`config.mk`:
```
export PLATFORM = sky130hd
export DESIGN_NAME = i2cseq_top
export DESIGN_NICKNAME = d
export VERILOG_FILES = /design/src/rtl/i2cseq_pkg.sv /design/src/rtl/i2cseq_status_dec.sv /design/src/rtl/i2cseq_addr_enc.sv /design/src/rtl/i2cseq_bytecnt.sv /design/src/rtl/i2cseq_top.sv
export SDC_FILE = /design/constraint.sdc
export NUM_CORES = 1
export LEC_CHECK = 0
export ABC_AREA = 1
export ABC_CLOCK_PERIOD_IN_PS = 2100
export BUFFER_PORTS_ARGS = -buffer_cell sky130_fd_sc_hd__buf_4
export CAP_MARGIN = 30
export CORE_ASPECT_RATIO = 0.7
export CORE_MARGIN = 2
export CORE_UTILIZATION = 30
export CTS_BUF_LIST = sky130_fd_sc_hd__clkbuf_8
export DETAILED_ROUTE_END_ITERATION = 12
export PLACE_DENSITY = 0.56
export SYNTH_ARGS = -nofsm -noshare
export SYNTH_HDL_FRONTEND = slang
export SYNTH_SLANG_ARGS = --single-unit
```
`constraint.sdc`:
```
create_clock -name clk -period 2.1 [get_ports clk]
set_input_delay 0.105 -clock clk [delete_from_list [all_inputs] [get_ports clk]]
set_output_delay 0.105 -clock clk [all_outputs]
set_load 0.02 [all_outputs]
```
`src/rtl/i2cseq_pkg.sv`:
```
package i2cseq_pkg;

  typedef enum logic [3:0] {
    EV_START,
    EV_ADR_W,
    EV_ADR_R,
    EV_ADR2_W,
    EV_ADR2_R,
    EV_WR_ACK,
    EV_RD_ACK,
    EV_RD_NACK,
    EV_NODEV,
    EV_OTHER
  } ev_cls_t;

  typedef enum logic [1:0] {
    ST_IDLE,
    ST_BUSY,
    ST_FEED
  } seq_st_t;

  localparam logic [1:0] RES_OK    = 2'd0;
  localparam logic [1:0] RES_NODEV = 2'd1;
  localparam logic [1:0] RES_IOERR = 2'd2;

  typedef struct packed {
    logic       vld;
    logic       start;
    logic       stop;
    logic       rst;
    logic       load;
    logic [7:0] dat;
    logic       ack;
  } cmd_t;

endpackage

```
`src/rtl/i2cseq_status_dec.sv`:
```
module i2cseq_status_dec
  import i2cseq_pkg::*;
(
  input  logic [7:0] code,
  output ev_cls_t    cls
);

  always_comb begin
    unique case (code)
      8'h08, 8'h10:        cls = EV_START;
      8'h18:               cls = EV_ADR_W;
      8'h40:               cls = EV_ADR_R;
      8'hD0:               cls = EV_ADR2_W;
      8'hE0:               cls = EV_ADR2_R;
      8'h28:               cls = EV_WR_ACK;
      8'h50:               cls = EV_RD_ACK;
      8'h58:               cls = EV_RD_NACK;
      8'h20, 8'h30, 8'h48: cls = EV_NODEV;
      default:             cls = EV_OTHER;
    endcase
  end

endmodule

```
`src/rtl/i2cseq_addr_enc.sv`:
```
module i2cseq_addr_enc #(
  parameter int ADDR_W = 10
) (
  input  logic [ADDR_W-1:0] addr,
  input  logic              ten,
  input  logic              rd,
  output logic [7:0]        first,
  output logic [7:0]        second
);

  localparam int SHORT_W = 7;

  // ten-bit header: fixed 11110 prefix, two high address bits, direction
  always_comb begin
    if (ten) first = {5'b11110, addr[9:8], rd};
    else     first = {addr[SHORT_W-1:0], rd};
    second = addr[7:0];
  end

endmodule

```
`src/rtl/i2cseq_bytecnt.sv`:
```
module i2cseq_bytecnt #(
  parameter int CNT_W = 8
) (
  input  logic             clk,
  input  logic             rst_n,
  input  logic             load,
  input  logic [CNT_W-1:0] load_val,
  input  logic             dec,
  output logic [CNT_W-1:0] cnt,
  output logic             is_zero,
  output logic             is_one,
  output logic             is_two,
  output logic             moved
);

  logic [CNT_W-1:0] cnt_q, cnt_n;
  logic             moved_q, moved_n;

  always_comb begin
    cnt_n   = cnt_q;
    moved_n = moved_q;
    if (load) begin
      cnt_n   = load_val;
      moved_n = 1'b0;
    end else if (dec) begin
      cnt_n   = cnt_q - CNT_W'(1);
      moved_n = 1'b1;
    end
  end

  always_ff @(posedge clk or negedge rst_n) begin
    if (!rst_n) begin
      cnt_q   <= '0;
      moved_q <= 1'b0;
    end else begin
      cnt_q   <= cnt_n;
      moved_q <= moved_n;
    end
  end

  assign cnt     = cnt_q;
  assign is_zero = (cnt_q == '0);
  assign is_one  = (cnt_q == CNT_W'(1));
  assign is_two  = (cnt_q == CNT_W'(2));
  assign moved   = moved_q;

  // a payload byte is never taken when the count is exhausted
  a_r4_no_underflow: assert property (@(posedge clk) disable iff (!rst_n)
    dec |-> !is_zero);

endmodule

```
`src/rtl/i2cseq_top.sv`:
```
module i2cseq_top
  import i2cseq_pkg::*;
#(
  parameter int CNT_W = 8
) (
  input  logic             clk,
  input  logic             rst_n,
  input  logic             start,
  input  logic [9:0]       tgt_addr,
  input  logic             rd_mode,
  input  logic             ten_mode,
  input  logic [CNT_W-1:0] byte_cnt,
  input  logic             abort,
  input  logic             ctl_evt,
  input  logic [7:0]       ctl_status,
  input  logic [7:0]       ctl_rdata,
  output logic             cmd_valid,
  output logic             cmd_start,
  output logic             cmd_stop,
  output logic             cmd_reset,
  output logic             cmd_load,
  output logic [7:0]       cmd_data,
  output logic             cmd_ack,
  input  logic [7:0]       wr_data,
  input  logic             wr_valid,
  output logic             wr_ready,
  output logic [7:0]       rd_data,
  output logic             rd_valid,
  output logic             done,
  output logic [1:0]       result
);

  localparam int ADDR_W = 10;

  seq_st_t          st_q, st_n;
  logic [ADDR_W-1:0] addr_q;
  logic             rd_q, ten_q, abort_q, abort_n, ack_q, ack_n;
  logic             ld_regs;
  cmd_t             cmd_q, cmd_n;
  logic             done_q, done_n;
  logic [1:0]       res_q, res_n;
  logic             rdv_q, rdv_n;
  logic [7:0]       rdd_q, rdd_n;

  ev_cls_t          cls;
  logic [7:0]       adr_first, adr_second;
  logic             cnt_ld, cnt_dec;
  logic [CNT_W-1:0] cnt;
  logic             cnt_zero, cnt_one, cnt_two, cnt_moved;
  logic             abort_eff;

  i2cseq_status_dec u_dec (
    .code (ctl_status),
    .cls  (cls)
  );

  i2cseq_addr_enc #(.ADDR_W(ADDR_W)) u_enc (
    .addr   (addr_q),
    .ten    (ten_q),
    .rd     (rd_q),
    .first  (adr_first),
    .second (adr_second)
  );

  i2cseq_bytecnt #(.CNT_W(CNT_W)) u_cnt (
    .clk      (clk),
    .rst_n    (rst_n),
    .load     (cnt_ld),
    .load_val (byte_cnt),
    .dec      (cnt_dec),
    .cnt      (cnt),
    .is_zero  (cnt_zero),
    .is_one   (cnt_one),
    .is_two   (cnt_two),
    .moved    (cnt_moved)
  );

  assign abort_eff = abort_q | abort;

  // next-state and command selection
  always_comb begin
    st_n     = st_q;
    cmd_n    = '0;
    cmd_n.ack = ack_q;
    done_n   = 1'b0;
    res_n    = RES_OK;
    rdv_n    = 1'b0;
    rdd_n    = rdd_q;
    ld_regs  = 1'b0;
    cnt_ld   = 1'b0;
    cnt_dec  = 1'b0;
    ack_n    = ack_q;
    wr_ready = 1'b0;
    abort_n  = abort_q | (abort & (st_q != ST_IDLE));

    unique case (st_q)
      ST_IDLE: begin
        if (start) begin
          st_n        = ST_BUSY;
          ld_regs     = 1'b1;
          cnt_ld      = 1'b1;
          ack_n       = 1'b1;
          abort_n     = 1'b0;
          cmd_n.vld   = 1'b1;
          cmd_n.start = 1'b1;
          cmd_n.ack   = 1'b1;
        end else if (ctl_evt) begin
          cmd_n.vld  = 1'b1;
          cmd_n.stop = 1'b1;
        end
      end

      ST_FEED: begin
        wr_ready = 1'b1;
        if (wr_valid) begin
          cmd_n.vld  = 1'b1;
          cmd_n.load = 1'b1;
          cmd_n.dat  = wr_data;
          cnt_dec    = 1'b1;
          st_n       = ST_BUSY;
        end
      end

      ST_BUSY: begin
        if (ctl_evt) begin
          cmd_n.vld = 1'b1;
          unique case (cls)
            EV_START: begin
              cmd_n.load = 1'b1;
              cmd_n.dat  = adr_first;
            end
            EV_ADR_W, EV_ADR2_W, EV_WR_ACK: begin
              if (ten_q && cls == EV_ADR_W) begin
                cmd_n.load = 1'b1;
                cmd_n.dat  = adr_second;
              end else if (cnt_zero || (abort_eff && cnt_moved)) begin
                cmd_n.stop = 1'b1;
                done_n     = 1'b1;
                res_n      = RES_OK;
                st_n       = ST_IDLE;
              end else begin
                cmd_n.vld = 1'b0;
                st_n      = ST_FEED;
              end
            end
            EV_ADR_R, EV_ADR2_R: begin
              if (ten_q && cls == EV_ADR_R) begin
                cmd_n.load = 1'b1;
                cmd_n.dat  = adr_second;
              end else if (cnt_zero) begin
                cmd_n.stop = 1'b1;
                done_n     = 1'b1;
                res_n      = RES_OK;
                st_n       = ST_IDLE;
              end else begin
                if (cnt_one || abort_eff) ack_n = 1'b0;
                cmd_n.ack = ack_n;
              end
            end
            EV_RD_ACK: begin
              rdv_n   = 1'b1;
              rdd_n   = ctl_rdata;
              cnt_dec = 1'b1;
              if (cnt_two || abort_eff) ack_n = 1'b0;
              cmd_n.ack = ack_n;
            end
            EV_RD_NACK: begin
              rdv_n      = 1'b1;
              rdd_n      = ctl_rdata;
              cmd_n.stop = 1'b1;
              done_n     = 1'b1;
              res_n      = RES_OK;
              st_n       = ST_IDLE;
            end
            EV_NODEV: begin
              cmd_n.stop = 1'b1;
              done_n     = 1'b1;
              res_n      = RES_NODEV;
              st_n       = ST_IDLE;
            end
            default: begin
              cmd_n.stop = 1'b1;
              cmd_n.rst  = 1'b1;
              done_n     = 1'b1;
              res_n      = RES_IOERR;
              st_n       = ST_IDLE;
            end
          endcase
        end
      end

      default: st_n = ST_IDLE;
    endcase
  end

  // state and output registers
  always_ff @(posedge clk or negedge rst_n) begin
    if (!rst_n) begin
      st_q    <= ST_IDLE;
      addr_q  <= '0;
      rd_q    <= 1'b0;
      ten_q   <= 1'b0;
      abort_q <= 1'b0;
      ack_q   <= 1'b1;
      cmd_q   <= '0;
      done_q  <= 1'b0;
      res_q   <= RES_OK;
      rdv_q   <= 1'b0;
      rdd_q   <= '0;
    end else begin
      st_q    <= st_n;
      abort_q <= abort_n;
      ack_q   <= ack_n;
      cmd_q   <= cmd_n;
      done_q  <= done_n;
      res_q   <= res_n;
      rdv_q   <= rdv_n;
      rdd_q   <= rdd_n;
      if (ld_regs) begin
        addr_q <= tgt_addr;
        rd_q   <= rd_mode;
        ten_q  <= ten_mode;
      end
    end
  end

  assign cmd_valid = cmd_q.vld;
  assign cmd_start = cmd_q.start;
  assign cmd_stop  = cmd_q.stop;
  assign cmd_reset = cmd_q.rst;
  assign cmd_load  = cmd_q.load;
  assign cmd_data  = cmd_q.dat;
  assign cmd_ack   = cmd_q.ack;
  assign done      = done_q;
  assign result    = res_q;
  assign rd_valid  = rdv_q;
  assign rd_data   = rdd_q;

  // an idle start always yields a START command next cycle
  a_r3_start_cmd: assert property (@(posedge clk) disable iff (!rst_n)
    (st_q == ST_IDLE && start) |=> (cmd_valid && cmd_start && cmd_ack));

  // completion is always accompanied by STOP
  a_r13_done_with_stop: assert property (@(posedge clk) disable iff (!rst_n)
    done |-> (cmd_valid && cmd_stop));

  // a controller reset only appears on an I/O-error completion
  a_r9_reset_is_ioerr: assert property (@(posedge clk) disable iff (!rst_n)
    cmd_reset |-> (done && result == RES_IOERR));

  // an idle event yields STOP and no completion
  a_r12_idle_evt: assert property (@(posedge clk) disable iff (!rst_n)
    (st_q == ST_IDLE && !start && ctl_evt) |=> (cmd_stop && !done));

  // an accepted payload byte is loaded in the next cycle
  a_r4_feed_loads: assert property (@(posedge clk) disable iff (!rst_n)
    (wr_ready && wr_valid) |=> (cmd_load && !cmd_stop && $past(wr_data) == cmd_data));

  // a delivered byte always goes with a command, never START
  a_r5_rd_with_cmd: assert property (@(posedge clk) disable iff (!rst_n)
    rd_valid |-> (cmd_valid && !cmd_start && !cmd_load));

endmodule

```
After elaboration in Yosys (flattened, before gate mapping):

Cells that the tools add are included.
W data, S select, Z words.

* add/subtract/negate cells: 1
* $mul: 0
* div/mod/pow operators: 0
* magnitude comparators: 0
* eq/ne operators: 31
* shifts and indexed selects: 0
* muxes and demuxes: 62
* bitwise gates (word level): 3
* reductions and logical operators: 23

Operator list (count)
* $pmux W4 S9: 1
* $mux W1: 33
* $eq A8 B7 Y1 const B: 4
* $mux W9: 3
* $pmux W9 S3: 1
* $eq A8 B6 Y1 const B: 3
* $mux W8: 3
* $mux W2: 9
* $pmux W9 S2: 1
* $eq A4 B3 Y1 const B: 4
* $eq A8 B5 Y1 const B: 2
* $eq A8 B8 Y1 const B: 2
* $mux W12: 1
* $pmux W2 S3: 2
* $pmux W1 S2: 5
* $ne A3 B3 Y1 const B: 3
* $reduce_or A9 Y1: 1
* $eq A4 B2 Y1 const B: 2
* $eq A8 B1 Y1 const B: 1
* $eq A8 B2 Y1 const B: 1
* $eq A8 B4 Y1 const B: 1
* $logic_not A8 Y1: 1
* $ne A2 B2 Y1 const B: 4
* $reduce_or A2 Y1: 4
* 19 further kinds: 28

* register bits: 51
* bits in latches: 0
* RAM bits: 0
* bits in read-only memories: 0
* input port bits: 50
* logic and storage cells: 139
* memories kept: 0

Depth between registers and ports, before layout:

* depth after elaboration: 9
* depth in mapped cells: 16

By module:

From an unflattened synthesis, not the netlist that was laid out.

* cells, all modules: 417
* area total of the unflattened synthesis: 3050.4 µm²

Modules (own cells, without submodules)
* i2cseq_top: times used 1, cells an instance 255, area an instance 2030.7 µm², seq. area each 1052.3 µm²
* i2cseq_bytecnt: times used 1, cells an instance 81, area an instance 614.3 µm², seq. area each 225.2 µm²
* i2cseq_status_dec: times used 1, cells an instance 59, area an instance 279.0 µm², seq. area each 0.0 µm²
* i2cseq_addr_enc: times used 1, cells an instance 22, area an instance 126.4 µm², seq. area each 0.0 µm²

Least setup slack after synthesis:

No wires, ideal clock.

* path type: reg2reg
* from: register st_q[0]
* to: register u_cnt.cnt_q[1], in the netlist u_cnt.cnt[1]
* library setup time: 0.127 ns
* data arrival time: 1.491 ns
* required time: 1.973 ns
* path slack: 0.482 ns
* stages on the path, launching flop included: 9
* period minus slack after synthesis: 1.618 ns
* cell sequence: dfrtp_1 > inv_1 > ha_1 > nand2_1 > clkbuf_1 > nand2_2 > buf_2 > o211ai_1 > o21ai_1

* cells in the longest elaborated chain, start to end: 3
* elaborated cells between the ends (all ways): 7
* classes of those cells: 2 x eq/ne; 3 x mux; 2 x reduce/logical

RTL lines
* start, declared: RTL line i2cseq_top.sv:35 `seq_st_t st_q, st_n;`
* start signal, assigned: RTL line i2cseq_top.sv:211 `st_q <= st_n;`
* $eq A2 B1 Y1 (tied with other cells): RTL line i2cseq_top.sv:96 `unique case (st_q)`
* $pmux W1 S2 or $mux W1 (tied branches): RTL line i2cseq_top.sv:96
* $reduce_bool A2 Y1 (no source line) or $mux W8 (tied branches)
* end signal, assigned: RTL line i2cseq_bytecnt.sv:36 `cnt_q <= cnt_n;`
* end, declared: RTL line i2cseq_bytecnt.sv:16 `logic [CNT_W-1:0] cnt_q, cnt_n;`

Parallel ways exist; a longest one is shown, timed or not.
A chain may end at the register's enable or synchronous reset.

==> results.md <==
Drt:
- The routed layout has 2764 vias.
- The number of routed nets with antenna violations is 0.
- The detailed-routed wire length on met2 is 2920 um.
- After detailed routing, no signal wire sits above met4.
- In the final routing, the length of wire on met1 measures 4060 um.
- The final wirelength is 7520 um.
- The average wire per cell in the routed design is 12.3 um.
- After detailed routing, the number of vias per cell comes to 4.52.
- The initial DRC count is 116.
- The first detailed-routing pass ran for 5 iterations.
- The total length of routed met3 wires is 479 um.
- In the routed design, unresolved DRC markers number 0.

Die:
- The vertical extent of the die is 87.1 um.
- The number of placement rows is 30.
- Once the floorplan was initialized, standard cells occupied 30.7% of the core.
- The floorplan step defined a die boundary enclosing 0.0107 mm^2.
- After floorplanning, the core was sized to cover 0.00965 mm^2.
- During I/O placement, the number of pins put on the boundary was 77.
- The overall die width is 123 um.

Outcome:
- The run finished with clean final reports.

GRT:
- The first global-routing pass estimated 12500 um of wire.
- The via count of the first global-routing pass is 2592.
- In the global route stage, overall resource usage came out at 14.7%.
- Entering global routing, the biggest net connects 52 pins.
- The number of antenna violations at the first check in global routing is 0.
- Global routing finished with a remaining overflow of 0.

Place:
- The number of port buffers is 76.
- Routability-driven placement finished with a final weighted congestion of 0.805.
- After legalization and detailed placement, the total HPWL measured 5930 um.
- The pre-CTS setup slack is 0.271 ns.

Clock network:
- Counting every sink on the clock net gives 51.
- After clock tree synthesis, the clock-pin slew on the worst setup and hold paths is 0.09 ns.
- The number of buffers inserted to repair setup after CTS is 0.
- The number of buffers on the longest clock path is 2.
- CTS placed an instance of sky130_fd_sc_hd__clkbuf_8 at the clock tree root.
- The H-tree level count is 2.
- The later-pin clock latency in the skew report is 0.30 ns.
- The number of buffers added by the clock tree synthesis step is 5.
- The TritonCTS clock tree is built.

Timing:
- The post-route fraction of the period consumed by the critical path is 85.7%.
- Setup repair after global routing left no endpoint under its margin.
- The number of max-slew violations in the final report is 0.
- The final setup skew is 0.00608 ns.
- After layout, the worst setup slack is 0.300 ns.
- The setup TNS is 0 ns.
- The number of failing hold endpoints at the final stage is 0.
- At the pin with the least slew margin, the transition time is 0.645 ns.
- The worst pin sits at a relative slew slack of 57.0%.
- The worst path needs 1.80 ns of the cycle, external delays included.
- The maximum operating frequency is 0.556 GHz.
- Setup violations remaining at the end of the flow were counted as 0.

Yosys:
- Yosys mapped the design onto 37 distinct sky130hd cell types.
- The net count after synthesis is 450.
- Averaged over all synthesized cells, the footprint is 7.56 um^2.
- The sequential-to-total area share from yosys stat is 43.1%.
- The number of standard cells after synthesis is 392.
- The total of warnings raised by yosys is 0.
- In this run, synthesis produced a sequential element count of 51.
- The cell area that synthesis handed to floorplanning was 0.00296 mm^2.

Min path:
- The worst hold-check path type is primary input to register.

Final layout:
- The area growth from synthesis to final layout is 31.7%.
- The total inserted antenna cells is 0.
- After filler insertion, the fill cell instance count of the layout stands at 1010.
- In the final layout, the share of cells above drive strength 1 is 26.7%.
- The number of nets in the layout is 540.

Pwr:
- For this design the static power due to leakage is 2.09 nW.
- The largest vdd supply drop is 0.000391 V.
- The power density normalized to cell area is 863 mW/mm^2.

Setup path:
- The critical path is of the register to register type.
- Along the worst path, the maximum fanout reaches 4.
- The data arrival time at the worst-slack endpoint is 2.03 ns.
- STA classifies the critical path startpoint as a register.
- The category of the worst setup path capture point is a register.
- STA puts the critical path data required time at 2.33 ns.

Flow run:
- Max-cap violations in this run came to 0.
## stage by stage
step                std cells  area [um^2]  hold slack [ns]  util, %  total power, W
finish                    611         3900          0.00578     40.4         0.00337
global route              611         3900          0.00588     40.4         0.00366
CTS                       611         3900          0.00227     40.4         0.00340
detailed placement        593         3690            0.180     38.3         0.00271
global placement          593         3690            0.182     38.3         0.00269
floorplan                 392         2960           -0.191        -         0.00226
## logic make-up after synthesis
kind of cell	share of synthesized area (%)
fa+ha+maj	3.38
buf+inv	8.03
flops	43.1
simple gates	34.0
compound gates	11.5
## synth_stat cells, drive strengths merged
library cell,number,share of area (%)
a31oi,7,1.5
inv,51,6.5
clkinv,2,0.25
o211ai,6,1.5
nand3b,1,0.25
dfrtp,50,42
a21oi,17,3.0
or2,2,0.42
a211oi,1,0.25
nand3,28,5.3
buf,2,0.30
o21ai,24,4.2
o21bai,1,0.25
ha,8,3.4
nor3,5,0.84
nor2,38,6.6
nand2,133,19
o221ai,1,0.30
a311oi,1,0.30
dfstp,1,0.89
nand4,4,1.1
clkbuf,6,1.0
nor4,2,0.42
o22ai,1,0.21
## repair_timing
item / in CTS / in global routing
hold buffers: 10 / 0
endpoints found under the setup margin: 0 / 1
hold endpoints to repair: 59 / 0
gates resized for setup: 0 / 1
## worst max-delay path: stages, from the launching register on
cell and delay, ns:
sky130_fd_sc_hd__dfrtp_1 0.42, sky130_fd_sc_hd__inv_1 0.14, sky130_fd_sc_hd__ha_1 0.19, sky130_fd_sc_hd__inv_1 0.06, sky130_fd_sc_hd__nor2_1 0.15, sky130_fd_sc_hd__inv_1 0.09
sky130_fd_sc_hd__nor2_2 0.17, sky130_fd_sc_hd__a21oi_1 0.11, sky130_fd_sc_hd__nand3b_1 0.17, sky130_fd_sc_hd__nand3_1 0.09, sky130_fd_sc_hd__nand2_1 0.07, sky130_fd_sc_hd__o21ai_0 0.07
## flip-flops by register name, indices dropped and copies added (netlist names)
signal	cells
cmd_reset	1
cmd_ack	1
cmd_stop	1
cmd_valid	1
st_q	2
u_cnt.cnt	8
addr_q	10
abort_q	1
result	2
u_cnt.moved	1
ack_q	1
rd_valid	1
done	1
cmd_load	1
rd_data	8
cmd_start	1
cmd_data	8
rd_q	1
ten_q	1
## layer usage
metal / vias to the layer above / track usage, %
li1: 1432 / -
met1: 1252 / 22.9
met2: 74 / 20.6
met3: 6 / 3.14
met4: 0 / 3.13
met5: - / 0
## final cells by class
class / count / area [um^2] / share of cell area [%]
inverter: 53 / 199 / 5.10
tap: 128 / 160 / 4.11
timing repair buffer: 91 / 708 / 18.2
clock buffer: 5 / 68.8 / 1.76
sequential: 51 / 1280 / 32.8
clock inverter: 3 / 37.5 / 0.962
multi-input combinational: 280 / 1450 / 37.2
## worst paths after layout
path	end	depth (start not counted)	startpoint	slack [ns]
worst max-delay path	cmd_stop	11	u_cnt.cnt[0]	0.30
worst min-delay path	rd_data[2]	3	ctl_rdata[2]	0.006
worst max register to register	cmd_stop	11	u_cnt.cnt[0]	0.30
worst min register to register	rd_data[0]	2	rd_data[0]	0.49
max in group asynchronous	u_cnt.cnt[7]	2	rst_n	1.30
min in group asynchronous	rd_data[2]	2	rst_n	0.36
## placed cells by master (no fill, tap or decap), drive strengths merged, types with 2 or more instances in the layout
master,netlist,final
nor2,38,38
nor4,2,2
or2,2,2
nand2,133,133
nor3,5,5
buf,2,81
o211ai,6,6
a21oi,17,17
dfrtp,50,50
clkinv,2,2
nand3,28,28
ha,8,8
clkbuf,6,5
o21ai,24,24
dlygate4sd3,0,10
a31oi,7,7
nand4,4,4
inv,51,53
## power by group
| group | internal (W) | total, W | switching [W] |
|---|---|---|---|
| Combinational | 0.000467 | 0.00122 | 0.000755 |
| Sequential | 0.00125 | 0.00148 | 0.000229 |
| Clock | 0.000347 | 0.000665 | 0.000318 |
(Power assumes the default switching activity.)
